--- config.mk ---
export PLATFORM = sky130hd
export DESIGN_NAME = exec_chain_ctrl
export DESIGN_NICKNAME = d
export VERILOG_FILES = /design/src/rtl/exec_chain_pkg.sv /design/src/rtl/exec_word_decode.sv /design/src/rtl/exec_chain_fsm.sv /design/src/rtl/exec_chain_ctrl.sv
export SDC_FILE = /design/constraint.sdc
export NUM_CORES = 1
export LEC_CHECK = 0
export BUFFER_PORTS_ARGS = -buffer_cell sky130_fd_sc_hd__buf_2
export CAP_MARGIN = 20
export CORE_UTILIZATION = 56
export CTS_CLUSTER_DIAMETER = 150
export DETAILED_ROUTE_END_ITERATION = 8
export GPL_ROUTABILITY_DRIVEN = 1
export GPL_TIMING_DRIVEN = 0
export PLACE_DENSITY = 0.86
export SLEW_MARGIN = 30
export SYNTH_ARGS = -nofsm -noshare
export SYNTH_HDL_FRONTEND = slang
export SYNTH_SLANG_ARGS = --single-unit
--- constraint.sdc ---
create_clock -name clk -period 3.8 [get_ports clk]
set_input_delay 0.95 -clock clk [delete_from_list [all_inputs] [get_ports clk]]
set_output_delay 0.95 -clock clk [all_outputs]
set_load 0.01 [all_outputs]
--- src/rtl/exec_chain_pkg.sv ---
package exec_chain_pkg;

    typedef enum logic [1:0] {
        XC_IDLE  = 2'd0,
        XC_FETCH = 2'd1,
        XC_SUBJ  = 2'd2
    } xc_state_e;

endpackage

--- src/rtl/exec_word_decode.sv ---
module exec_word_decode #(
    parameter int          DW      = 16,
    parameter int          AW      = 12,
    parameter int          OPW     = 4,
    parameter logic [OPW-1:0] EXEC_OP = 4'hA
) (
    input  logic [DW-1:0] word,
    output logic          is_exec,
    output logic [AW-1:0] ea
);
    localparam int OP_LSB = DW - OPW;

    logic [OPW-1:0] opcode;

    always_comb begin
        opcode  = word[DW-1:OP_LSB];
        is_exec = (opcode == EXEC_OP);
        ea      = word[AW-1:0];
    end

endmodule

--- src/rtl/exec_chain_fsm.sv ---
module exec_chain_fsm
    import exec_chain_pkg::*;
#(
    parameter int DW = 16,
    parameter int AW = 12
) (
    input  logic          clk,
    input  logic          rst_n,
    input  logic          start_valid,
    input  logic          start_is_exec,
    input  logic [AW-1:0] start_pc,
    input  logic [AW-1:0] start_ea,
    input  logic          mem_rvalid,
    input  logic [DW-1:0] mem_rdata,
    input  logic          word_is_exec,
    input  logic [AW-1:0] word_ea,
    input  logic          irq_pend,
    input  logic          trap_in,
    input  logic          subj_done,
    input  logic          subj_branch_taken,
    input  logic          subj_status_load,
    output logic          busy,
    output logic          mem_req,
    output logic [AW-1:0] mem_addr,
    output logic          subj_valid,
    output logic [DW-1:0] subj_word,
    output logic          resume_valid,
    output logic          restart_valid,
    output logic          trap_valid,
    output logic [AW-1:0] evt_pc
);
    localparam logic [AW-1:0] ONE = {{(AW-1){1'b0}}, 1'b1};

    typedef struct packed {
        xc_state_e     state;
        logic [AW-1:0] origin;
        logic [AW-1:0] addr;
        logic [DW-1:0] word;
        logic [AW-1:0] evt_pc;
        logic          subj_v;
        logic          resume_v;
        logic          restart_v;
        logic          trap_v;
    } ctl_t;

    ctl_t r_q, r_d;

    always_comb begin
        r_d           = r_q;
        r_d.subj_v    = 1'b0;
        r_d.resume_v  = 1'b0;
        r_d.restart_v = 1'b0;
        r_d.trap_v    = 1'b0;
        unique case (r_q.state)
            XC_IDLE: begin
                if (start_valid && start_is_exec) begin
                    r_d.state  = XC_FETCH;
                    r_d.origin = start_pc;
                    r_d.addr   = start_ea;
                end
            end
            XC_FETCH: begin
                if (trap_in) begin
                    r_d.trap_v = 1'b1;
                    r_d.evt_pc = r_q.origin;
                    r_d.state  = XC_IDLE;
                end else if (mem_rvalid) begin
                    if (irq_pend) begin
                        r_d.restart_v = 1'b1;
                        r_d.evt_pc    = r_q.origin;
                        r_d.state     = XC_IDLE;
                    end else if (word_is_exec) begin
                        r_d.addr = word_ea;
                    end else begin
                        r_d.subj_v = 1'b1;
                        r_d.word   = mem_rdata;
                        r_d.state  = XC_SUBJ;
                    end
                end
            end
            XC_SUBJ: begin
                if (trap_in) begin
                    r_d.trap_v = 1'b1;
                    r_d.evt_pc = r_q.origin;
                    r_d.state  = XC_IDLE;
                end else if (irq_pend) begin
                    r_d.restart_v = 1'b1;
                    r_d.evt_pc    = r_q.origin;
                    r_d.state     = XC_IDLE;
                end else if (subj_done) begin
                    if (!(subj_branch_taken || subj_status_load)) begin
                        r_d.resume_v = 1'b1;
                        r_d.evt_pc   = r_q.origin + ONE;
                    end
                    r_d.state = XC_IDLE;
                end
            end
            default: r_d.state = XC_IDLE;
        endcase
        if (r_d.state == XC_IDLE) begin
            r_d.origin = '0;
            r_d.addr   = '0;
        end
    end

    always_ff @(posedge clk or negedge rst_n) begin
        if (!rst_n) begin
            r_q <= '0;
        end else begin
            r_q <= r_d;
        end
    end

    always_comb begin
        busy          = (r_q.state != XC_IDLE);
        mem_req       = (r_q.state == XC_FETCH);
        mem_addr      = r_q.addr;
        subj_valid    = r_q.subj_v;
        subj_word     = r_q.word;
        resume_valid  = r_q.resume_v;
        restart_valid = r_q.restart_v;
        trap_valid    = r_q.trap_v;
        evt_pc        = r_q.evt_pc;
    end

    // request address holds while a response is awaited
    a_r3_addr_hold: assert property (@(posedge clk) disable iff (!rst_n)
        (mem_req && !mem_rvalid && !trap_in) |=> $stable(mem_addr));

    // the first execute's address is kept for the whole chain
    a_r9_origin_hold: assert property (@(posedge clk) disable iff (!rst_n)
        (r_q.state != XC_IDLE) |=> (r_q.state == XC_IDLE || $stable(r_q.origin)));

    // a subject is only dispatched after a fetch response
    a_r4_subj_after_resp: assert property (@(posedge clk) disable iff (!rst_n)
        subj_valid |-> $past(mem_rvalid && mem_req));

    // a reported trap leaves the block idle
    a_r8_trap_idles: assert property (@(posedge clk) disable iff (!rst_n)
        trap_valid |-> !busy);

    // event pulses are mutually exclusive
    a_r10_one_event: assert property (@(posedge clk) disable iff (!rst_n)
        $onehot0({subj_valid, resume_valid, restart_valid, trap_valid}));

    // no chain starts without a start request in the idle state
    a_r2_start_only_idle: assert property (@(posedge clk) disable iff (!rst_n)
        (!busy && !(start_valid && start_is_exec)) |=> !busy);

endmodule

--- src/rtl/exec_chain_ctrl.sv ---
module exec_chain_ctrl #(
    parameter int             DW      = 16,
    parameter int             AW      = 12,
    parameter int             OPW     = 4,
    parameter logic [OPW-1:0] EXEC_OP = 4'hA
) (
    input  logic          clk,
    input  logic          rst_n,
    input  logic          start_valid,
    input  logic          start_is_exec,
    input  logic [AW-1:0] start_pc,
    input  logic [AW-1:0] start_ea,
    output logic          mem_req,
    output logic [AW-1:0] mem_addr,
    input  logic          mem_rvalid,
    input  logic [DW-1:0] mem_rdata,
    input  logic          irq_pend,
    input  logic          trap_in,
    input  logic          subj_done,
    input  logic          subj_branch_taken,
    input  logic          subj_status_load,
    output logic          busy,
    output logic          subj_valid,
    output logic [DW-1:0] subj_word,
    output logic          resume_valid,
    output logic          restart_valid,
    output logic          trap_valid,
    output logic [AW-1:0] evt_pc
);
    logic          word_is_exec;
    logic [AW-1:0] word_ea;

    exec_word_decode #(
        .DW(DW), .AW(AW), .OPW(OPW), .EXEC_OP(EXEC_OP)
    ) u_dec (
        .word    (mem_rdata),
        .is_exec (word_is_exec),
        .ea      (word_ea)
    );

    exec_chain_fsm #(
        .DW(DW), .AW(AW)
    ) u_fsm (
        .clk               (clk),
        .rst_n             (rst_n),
        .start_valid       (start_valid),
        .start_is_exec     (start_is_exec),
        .start_pc          (start_pc),
        .start_ea          (start_ea),
        .mem_rvalid        (mem_rvalid),
        .mem_rdata         (mem_rdata),
        .word_is_exec      (word_is_exec),
        .word_ea           (word_ea),
        .irq_pend          (irq_pend),
        .trap_in           (trap_in),
        .subj_done         (subj_done),
        .subj_branch_taken (subj_branch_taken),
        .subj_status_load  (subj_status_load),
        .busy              (busy),
        .mem_req           (mem_req),
        .mem_addr          (mem_addr),
        .subj_valid        (subj_valid),
        .subj_word         (subj_word),
        .resume_valid      (resume_valid),
        .restart_valid     (restart_valid),
        .trap_valid        (trap_valid),
        .evt_pc            (evt_pc)
    );

endmodule

==> results_dict.tcl, run 1 <==
set metrics [dict create \
    die_w_um 77.0 \
    p_per_area_nw_per_um2 728 \
    first_iter_violations 146 \
    post_cts_buffers 0 \
    syn_area_um2 3150 \
    cts.path.max_buffers 2 \
    cts_hold_buffers 0 \
    fin_ws_ns 1.39 \
    synth_ff_type "dfrtp_1" \
    syn-num-nets 360 \
    drv_cap 0 \
    ant_nets 0 \
    yosys_warnings 0 \
    die_y_um 77.0 \
    drc 0 \
    synth_area_leader_cell "dfrtp_1" \
    min_to "u_fsm.evt_pc[4]$_DFFE_PN0P_" \
    final_core_util_pct 74.0 \
    fmax_ghz 0.415 \
    synthCells 305 \
    leakage_nw 1.89 \
    port_buffers 95 \
    finalSetupViolations 0 \
    synth_cell_types 46 \
    rsz0062_at_grt "false" \
    drt_wl_total_mm 6.98 \
    antenna_found_initial 0 \
    r2r_setup_slack_ns 1.40 \
    slew_viol_final 0 \
    cp.required_ns 4.02 \
    min_path_type "reg2reg" \
    reg2regPathDepth 9 \
    avgSynthCellArea_um2 10.3 \
    post_cts_resized 0 \
    ys_seq_elements 58 \
    clkTransAtPathRegs_ns 0.06 \
    whs_path_depth 1 \
    cp-start-kind "input pin" \
    vdd_drop_max_v 0.000488 \
    core-area_um2 5270 \
    clkSinkCount 58 \
    wire_per_inst_um 14.4 \
    r2r_end "u_fsm.subj_word[5]$_DFFE_PN0P_" \
    grt_max_degree 59 \
    setup_tns_ns 0 \
    critPathCaptureType "flip-flop" \
    slew_headroom_pct 52.2 \
    fin_crit_ns 2.41 \
    synthTopCellsByArea "dfrtp_1 46%, buf_4 10%, a21oi_1 4.8%" \
    post-place-ws_ns 1.10 \
    worstSkewPairLatency_ns 0.34 \
    arrival_ns 2.63 \
    cts_made_buffers 9 \
    yosys.area.top_type_share_pct 46.1 \
    row_count 26 \
    synth-edff-count 0 \
    overflow 0 \
    worst_pin_slew_ns 0.717 \
    start_util_pct 59.8 \
    track_usage_pct 25.5 \
    status "complete, no violations" \
    nets 466 \
    crit_type "in2reg" \
    reg2reg_from "u_fsm.r_q[57]$_DFF_PN0_" \
    area_growth_syn_to_layout_pct 23.7 \
    dr.pass1.iters 4 \
    grt_pass1_vias 2666 \
    power_w 0.00284 \
    routed_via_density 5.44 \
    pin_count 96 \
    cp_max_fo 10 \
    dpl.hpwl_mm 5.13 \
    dieArea_um2 5930 \
    gp_congestion 0.828 \
    grt_first_pass_wirelength_mm 11.8 \
    hold_viol_final 0 \
    num_antenna_cells 0 \
    cts_tree "yes" \
    finClkSkew_ns 0.00602 \
    min_from "u_fsm.evt_pc[4]$_DFFE_PN0P_" \
    via_count 2642 \
    period_share_pct 63.5 \
    ctsHtreeMaxLevel 3 \
    cts_root_buf "clkbuf_8" \
    yosysSeqAreaShare_pct 46.1 \
    drive_gt1_share_pct 45.4 \
    async_reset_ff_share_pct 100 \
]
layout make-up:
| class | count | area, um2 |
|---|---|---|
| multi-input cells | 178 | 1280 |
| inverters | 9 | 33.8 |
| repair buffers | 95 | 478 |
| flip-flops and latches | 58 | 1450 |
| well taps | 70 | 87.6 |
| clock inverters | 2 | 10.0 |
| clock buffers | 14 | 173 |
| fillers | 396 | 1370 |
| plain buffers | 60 | 390 |
metal layers:
layer	routed length (um)	GRT usage [%]
met2	3580	44.5
met4	99	9.81
met1	2830	29.8
met3	470	6.79
met5	0	0
worst max path at each step:
stage               slack, ns                     from  depth (start not counted)                              to
floorplan                1.49                  trap_in                          6  u_fsm.mem_addr[10]$_DFFE_PN0P_
global placement         1.12                 irq_pend                          8  u_fsm.subj_word[6]$_DFFE_PN0P_
detailed placement       1.10                 irq_pend                          8  u_fsm.subj_word[5]$_DFFE_PN0P_
CTS                      1.42                 irq_pend                          8  u_fsm.subj_word[5]$_DFFE_PN0P_
global route             1.28  u_fsm.r_q[57]$_DFF_PN0_                          9  u_fsm.subj_word[5]$_DFFE_PN0P_
finish                   1.39                 irq_pend                          8  u_fsm.subj_word[5]$_DFFE_PN0P_
synthesized netlist by cell type (3+ instances only):
cell type,n
dfrtp_1,58
buf_4,42
a21oi_1,30
nand2_1,29
a22oi_1,12
mux2_2,12
clkbuf_1,11
nor2_1,11
o311ai_0,10
a211oi_2,8
inv_1,8
buf_2,6
ha_1,5
o21a_1,5
a211oi_1,4
a31oi_1,4
nand3_1,4
o211ai_1,4
or4_1,4
and2_1,3
or3b_2,3
layout by cell type (no fill, tap or decap), types with 4 or more instances in the layout:
cell      synthesis  final
buf_2             6    100
inv_1             8      8
a211oi_2          8      8
nand2_1          29     29
dfrtp_1          58     58
ha_1              5      5
clkbuf_1         11     13
o211ai_1          4      4
mux2_2           12     12
nor2_1           11     11
a22oi_1          12     12
o311ai_0         10     10
buf_4            42     43
clkbuf_8          0     12
o21a_1            5      5
a211oi_1          4      4
or4_1             4      4
nand3_1           4      4
a31oi_1           4      4
a21oi_1          30     30
through the flow:
| step | hold WS [ns] | area (um2) | std cells |
|---|---|---|---|
| floorplan | 0.461 | 3150 | 305 |
| global placement | 0.475 | 3710 | 470 |
| detailed placement | 0.482 | 3720 | 470 |
| CTS | 0.495 | 3900 | 486 |
| global route | 0.511 | 3900 | 486 |
| finish | 0.492 | 3900 | 486 |
report_power, final:
group / switching [W] / internal (W) / leakage [nW]
Sequential: 0.000138 / 0.000846 / 0.749
Clock: 0.000234 / 0.000288 / 0.0965
Combinational: 0.000643 / 0.000688 / 1.04
flip-flops by register name, summed over array words and instances (netlist names):
register and flops:
u_fsm.evt_pc 12, u_fsm.mem_addr 12, u_fsm.r_q 14, u_fsm.restart_valid 1, u_fsm.resume_valid 1, u_fsm.subj_valid 1
u_fsm.subj_word 16, u_fsm.trap_valid 1
cells by family (layout without fill, tap and decap cells):
kind of cell | Yosys count | count (layout) | share of synthesized area [%]
multiplexers | 12 | 12 | 4.29
buffers and inverters | 69 | 180 | 13.5
flip-flops | 58 | 58 | 46.0
adder cells (fa/ha/maj) | 5 | 5 | 1.98
AND/OR/NAND/NOR | 71 | 71 | 12.7
AO/OA/AOI/OAI | 90 | 90 | 21.5
critical path, cell delays in order:
cell and delay (ns):
buf_2 0.15, nor2_1 0.14, and3_1 0.19, clkbuf_1 0.25, nand2_1 0.15, inv_2 0.15
buf_2 0.28, mux2_2 0.37
Power figures use the tool's default switching activity.
==> run 2: changes to the inputs <==
--- a/config.mk
+++ b/config.mk
@@ -7,12 +7,12 @@
 export LEC_CHECK = 0
 export BUFFER_PORTS_ARGS = -buffer_cell sky130_fd_sc_hd__buf_2
 export CAP_MARGIN = 20
-export CORE_UTILIZATION = 56
+export CORE_UTILIZATION = 47
 export CTS_CLUSTER_DIAMETER = 150
 export DETAILED_ROUTE_END_ITERATION = 8
 export GPL_ROUTABILITY_DRIVEN = 1
 export GPL_TIMING_DRIVEN = 0
-export PLACE_DENSITY = 0.86
+export PLACE_DENSITY = 0.77
 export SLEW_MARGIN = 30
 export SYNTH_ARGS = -nofsm -noshare
 export SYNTH_HDL_FRONTEND = slang
==> constraint.sdc (replaced) <==
create_clock -name clk -period 2.11 [get_ports clk]
set_input_delay 0.5275 -clock clk [delete_from_list [all_inputs] [get_ports clk]]
set_output_delay 0.5275 -clock clk [all_outputs]
set_load 0.01 [all_outputs]
==> run 2 against run 1 <==
Compared with the run above: the run now ends with design-rule violations left; register-to-register slack worse by 1.4 ns; die area up 19%; highest routed layer unchanged; largest power group unchanged; final cell count up 3.1%.
==> results_dict.tcl, run 2 (synthesized netlist as in run 1, its figures left out) <==
set metrics [dict create \
    clkTransAtPathRegs_ns 0.06 \
    power_w 0.00558 \
    num_antenna_cells 0 \
    cp.required_ns 2.36 \
    layout_common_cells "96 x buf_2, 58 x dfrtp_1, 52 x buf_4" \
    finClkSkew_ns 0.00934 \
    hold_viol_final 0 \
    row_count 29 \
    grt_first_pass_wirelength_mm 12.2 \
    worstSkewPairLatency_ns 0.33 \
    arrival_ns 2.35 \
    design_area_um2 4130 \
    die_y_um 83.9 \
    cts_tree "yes" \
    clkSinkCount 58 \
    drv_cap 0 \
    overflow 0 \
    dr.pass1.iters 8 \
    nets 476 \
    cts_made_buffers 9 \
    p_int_w 0.00366 \
    core-area_um2 6420 \
    start_util_pct 49.1 \
    period_share_pct 99.6 \
    critPathCaptureType "flip-flop" \
    fmax_ghz 0.476 \
    p_clk_share_pct 19.8 \
    min_path_type "in2async" \
    place_area_um2 3730 \
    fin_crit_ns 2.10 \
    rsz0062_at_grt "true" \
    dpl.hpwl_mm 5.31 \
    grt_pass1_vias 2624 \
    r2r_end "u_fsm.mem_addr[8]$_DFFE_PN0P_" \
    p_per_area_nw_per_um2 1350 \
    first_iter_violations 116 \
    vdd_drop_max_v 0.000664 \
    gp_congestion 0.861 \
    leakage_nw 1.98 \
    cts_root_buf "clkbuf_8" \
    slew_viol_final 0 \
    crit_type "reg2reg" \
    finalSetupViolations 0 \
    largest_reg_flops 16 \
    violations "design-rule violations" \
    layout_commonest_cell "buf_2" \
    cts.path.max_buffers 2 \
    die_w_um 83.9 \
    worst_pin_slew_ns 0.729 \
    p_seq_share_pct 31.8 \
    dieArea_um2 7040 \
    switching_share_pct 34.5 \
    drt_wl_total_mm 7.41 \
    antenna_found_initial 0 \
    via_count 2675 \
    cp-start-kind "flip-flop" \
    cts_hold_buffers 0 \
    routed_via_density 5.34 \
    reg2regPathDepth 8 \
    final_core_util_pct 64.3 \
    cp_max_fo 8 \
    slew_headroom_pct 51.4 \
    area_growth_syn_to_layout_pct 31.1 \
    reg2reg_from "u_fsm.r_q[56]$_DFF_PN0_" \
    r2r_setup_slack_ns 0.008 \
    grt_max_degree 59 \
    wire_per_inst_um 14.8 \
    drive_gt1_share_pct 50.2 \
    ant_nets 0 \
    port_buffers 95 \
    ctsHtreeMaxLevel 3 \
    pwr-share-comb_pct 48.4 \
    track_usage_pct 22.0 \
    drc 10 \
    power.switching_w 0.00192 \
    pin_count 96 \
    status "finished with violations" \
]
-- run 2: cell types whose count changed in the layout (fill, tap and decap cells not counted), moves of 2 or more --
| cell | delta |
|---|---|
| clkbuf_2 | +2 |
| clkbuf_8 | -2 |
| bufinv_16 | +2 |
| ha_4 | +2 |
| buf_4 | +9 |
| ha_1 | -2 |
| inv_2 | +2 |
| inv_1 | -2 |
| buf_6 | +7 |
| buf_2 | -4 |
| clkbuf_1 | -6 |
-- run 2: worst max-delay path by stage --
stage,startpoint,to,slack [ns],depth (start not counted)
after floorplan,u_fsm.r_q[57]$_DFF_PN0_,u_fsm.mem_addr[10]$_DFFE_PN0P_,0.02,8
after global placement,u_fsm.r_q[57]$_DFF_PN0_,u_fsm.subj_word[7]$_DFFE_PN0P_,-0.23,9
after detailed placement,u_fsm.r_q[57]$_DFF_PN0_,u_fsm.subj_word[10]$_DFFE_PN0P_,-0.26,9
after CTS,u_fsm.r_q[57]$_DFF_PN0_,u_fsm.mem_addr[6]$_DFFE_PN0P_,0.008,8
after global routing,u_fsm.r_q[56]$_DFF_PN0_,u_fsm.mem_addr[8]$_DFFE_PN0P_,-0.08,8
final,u_fsm.r_q[56]$_DFF_PN0_,u_fsm.mem_addr[8]$_DFFE_PN0P_,0.008,8
-- run 2: repair_timing --
action,4_1_cts,5_1_grt
buffers inserted,2,8
gates resized for setup,21,13
cloned,1,1
setup endpoints to repair,45,40
pin swaps,2,6
-- run 2: through the flow --
stage / hold slack [ns] / cells / TNS [ns] / setup WS (ns)
floorplan: 0.232 / 305 / 0 / 0.0208
global placement: 0.474 / 477 / -4.42 / -0.225
detailed placement: 0.483 / 477 / -6.28 / -0.264
CTS: 0.282 / 492 / 0 / 0.00816
global route: 0.312 / 501 / -0.568 / -0.0785
finish: 0.263 / 501 / 0 / 0.00796
-- run 2: final cells by class --
class | instances | area [um2]
Clock buffer | 11 | 141
Fill cell | 555 | 2290
Multi-Input combinational cell | 178 | 1350
Sequential cell | 58 | 1450
Clock inverter | 3 | 65.1
Inverter | 9 | 33.8
Tap cell | 77 | 96.3
Timing Repair Buffer | 107 | 569
Buffer | 58 | 424
-- run 2: metal layers --
metal	track usage (%)	share of wire (%)	up-vias	routed length, um
met4	6.58	0.76	0	56
met1	27.4	43	1282	3220
met2	36.9	50	83	3690
li1	-	-	1304	-
met3	6.53	6.0	6	441
met5	0	0	-	0
-- run 2: power by group through the flow --
| stage | clock network (W) | registers, W | logic (W) |
|---|---|---|---|
| after floorplan | 0 | 0.00172 | 0.00175 |
| after global placement | 0 | 0.00176 | 0.00237 |
| after detailed placement | 0 | 0.00179 | 0.00241 |
| after CTS | 0.00113 | 0.00178 | 0.00258 |
| after global routing | 0.00118 | 0.00184 | 0.00293 |
| final | 0.00110 | 0.00178 | 0.00270 |
-- run 2: worst max-delay path: stages, from the launching register on --
cell and delay [ns]:
dfrtp_1 0.44, inv_2 0.12, ha_4 0.13, buf_6 0.12, or4b_4 0.49, nand4_1 0.18
a32oi_4 0.19, buf_6 0.18, a211oi_2 0.18
==> run 3: changes to the inputs <==
--- a/config.mk
+++ b/config.mk
@@ -7,12 +7,12 @@
 export LEC_CHECK = 0
 export BUFFER_PORTS_ARGS = -buffer_cell sky130_fd_sc_hd__buf_2
 export CAP_MARGIN = 20
-export CORE_UTILIZATION = 47
+export CORE_UTILIZATION = 45
 export CTS_CLUSTER_DIAMETER = 150
 export DETAILED_ROUTE_END_ITERATION = 8
 export GPL_ROUTABILITY_DRIVEN = 1
 export GPL_TIMING_DRIVEN = 0
-export PLACE_DENSITY = 0.77
+export PLACE_DENSITY = 0.74
 export SLEW_MARGIN = 30
 export SYNTH_ARGS = -nofsm -noshare
 export SYNTH_HDL_FRONTEND = slang
==> run 3 against run 2 <==
Compared with the run above: utilization decreased by 4.3 points; worst setup slack better by 0.040 ns; the run now ends clean; combinational power about the same; final cell count increased by 3.6%; via count fell by 0.75%.
==> results_dict.tcl, run 3 (synthesized netlist as in run 1, its figures left out) <==
set metrics [dict create \
    status "complete, no violations" \
    hold_viol_final 0 \
    clkSinkCount 58 \
    layout_commonest_cell "buf_2" \
    nets 473 \
    critPathSlowestCell "or4b_4" \
    finClkSkew_ns 0.00848 \
    area_growth_syn_to_layout_pct 29.5 \
    drc 0 \
    design_area_um2 4080 \
    wire_per_inst_um 14.2 \
    fin_crit_ns 2.06 \
    cp-start-kind "flip-flop" \
    vdd_drop_max_v 0.000723 \
    die_y_um 85.7 \
    rsz0062_at_grt "true" \
    largest_reg_flops 16 \
    crit_start "u_fsm.r_q[56]$_DFF_PN0_" \
    ant_nets 0 \
    port_buffers 95 \
    slew_headroom_pct 51.6 \
    layoutNonFillerInstCount 519 \
    antenna_found_initial 0 \
    grt_pass1_vias 2595 \
    slew_viol_final 0 \
    dr.pass1.iters 4 \
    reg2regPathDepth 8 \
    grt_max_degree 59 \
    n_fill_cell 601 \
    endpoint "u_fsm.mem_addr[9]$_DFFE_PN0P_" \
    row_count 30 \
    reg2reg_from "u_fsm.r_q[56]$_DFF_PN0_" \
    routed_via_density 5.12 \
    path_cells "inv_2 > ha_1 > buf_6 > or4b_4 > nand4_1 > a32oi_4 > buf_6 > a211oi_2" \
    core-area_um2 6790 \
    critPathCaptureType "flip-flop" \
    dieArea_um2 7340 \
    dpl.hpwl_mm 5.25 \
    p_per_area_nw_per_um2 1300 \
    r2r_setup_slack_ns 0.05 \
    drv_cap 0 \
    fmax_ghz 0.485 \
    finalSetupViolations 0 \
    drt_wl_total_mm 7.36 \
    cts_hold_buffers 0 \
    pin_count 96 \
    overflow 0 \
    worstSkewPairLatency_ns 0.34 \
    start_util_pct 46.4 \
    crit_type "reg2reg" \
    hold_ws_ns 0.248 \
    drive_gt1_share_pct 49.6 \
    num_antenna_cells 0 \
    gp_congestion 0.876 \
    cts_made_buffers 9 \
    cp.required_ns 2.36 \
    place_area_um2 3750 \
    final_core_util_pct 60.1 \
    grt_first_pass_wirelength_mm 11.8 \
    cts.path.max_buffers 2 \
    track_usage_pct 20.9 \
    first_iter_violations 139 \
    die_w_um 85.7 \
    worst_pin_slew_ns 0.725 \
    via_count 2655 \
    period_share_pct 97.7 \
    clkTransAtPathRegs_ns 0.07 \
    cts_tree "yes" \
    cts_root_buf "clkbuf_8" \
    slowest_delay_ns 0.51 \
    layout_common_cells "96 x buf_2, 58 x dfrtp_1, 50 x buf_4" \
    r2r_end "u_fsm.mem_addr[9]$_DFFE_PN0P_" \
    cp_common_cell "buf_6" \
    min_path_type "in2async" \
    leakage_nw 1.95 \
    arrival_ns 2.31 \
    ctsHtreeMaxLevel 3 \
    dp_cells 496 \
    cp_max_fo 8 \
]
## run 3: cell types whose count changed in the layout (fill, tap and decap cells not counted), sizes merged
| cell | previous run | this run |
|---|---|---|
| clkbuf | 20 | 21 |
| bufinv | 2 | 0 |
| clkinv | 1 | 3 |
| buf | 156 | 154 |
## run 3: how the worst min path moves through the flow
stage / start / endpoint / slack (ns) / cells after the start
2_1_floorplan: rst_n / u_fsm.evt_pc[0]$_DFFE_PN0P_ / 0.23 / 0
3_3_place_gp: u_fsm.evt_pc[4]$_DFFE_PN0P_ / u_fsm.evt_pc[4]$_DFFE_PN0P_ / 0.48 / 1
3_5_place_dp: u_fsm.subj_word[13]$_DFFE_PN0P_ / u_fsm.subj_word[13]$_DFFE_PN0P_ / 0.48 / 1
4_1_cts: rst_n / u_fsm.evt_pc[2]$_DFFE_PN0P_ / 0.27 / 1
5_1_grt: rst_n / u_fsm.trap_valid$_DFF_PN0_ / 0.31 / 1
6_report: rst_n / u_fsm.restart_valid$_DFF_PN0_ / 0.25 / 1
## run 3: area by class of cell
cell class,count,area (um2),area share [%]
Buffer,58,422,10.3
Clock buffer,13,149,3.65
Clock inverter,3,15.0,0.368
Inverter,9,33.8,0.828
Multi-Input combinational cell,178,1340,32.9
Sequential cell,58,1450,35.6
Tap cell,96,120,2.94
Timing Repair Buffer,104,549,13.5
## run 3: what timing repair did
action / 4_1_cts / 5_1_grt
pin swaps: 2 / 4
buffers inserted: 4 / 4
resized for setup: 19 / 13
gates cloned: 1 / 0
setup endpoints to repair: 44 / 41
## run 3: power breakdown
part | internal (W) | switching (W)
combinational | 0.00143 | 0.00124
sequential | 0.00152 | 0.000244
clock | 0.000453 | 0.000422
## run 3: stage by stage
stage	TNS [ns]	setup slack (ns)	total power [W]
finish	0	0.0482	0.00531
global route	-0.181	-0.0700	0.00567
CTS	0	0.00842	0.00528
detailed placement	-5.90	-0.238	0.00420
global placement	-4.48	-0.203	0.00414
floorplan	0	0.0208	0.00347
## run 3: per-layer routing
layer / up-vias / track usage [%] / wire (um)
li1: 1297 / - / -
met1: 1237 / 25.1 / 3230
met2: 104 / 33.9 / 3460
met3: 17 / 8.08 / 507
met4: 0 / 8.33 / 162
met5: - / 0 / 0
## run 3: worst max-delay path, delay by kind of cell (launching register included)
family	cells	cell delay [ns]
AO/OA/AOI/OAI	2	0.35
adder cells (fa/ha/maj)	1	0.16
buffers and inverters	3	0.40
flip-flops	1	0.40
AND/OR/NAND/NOR	2	0.68
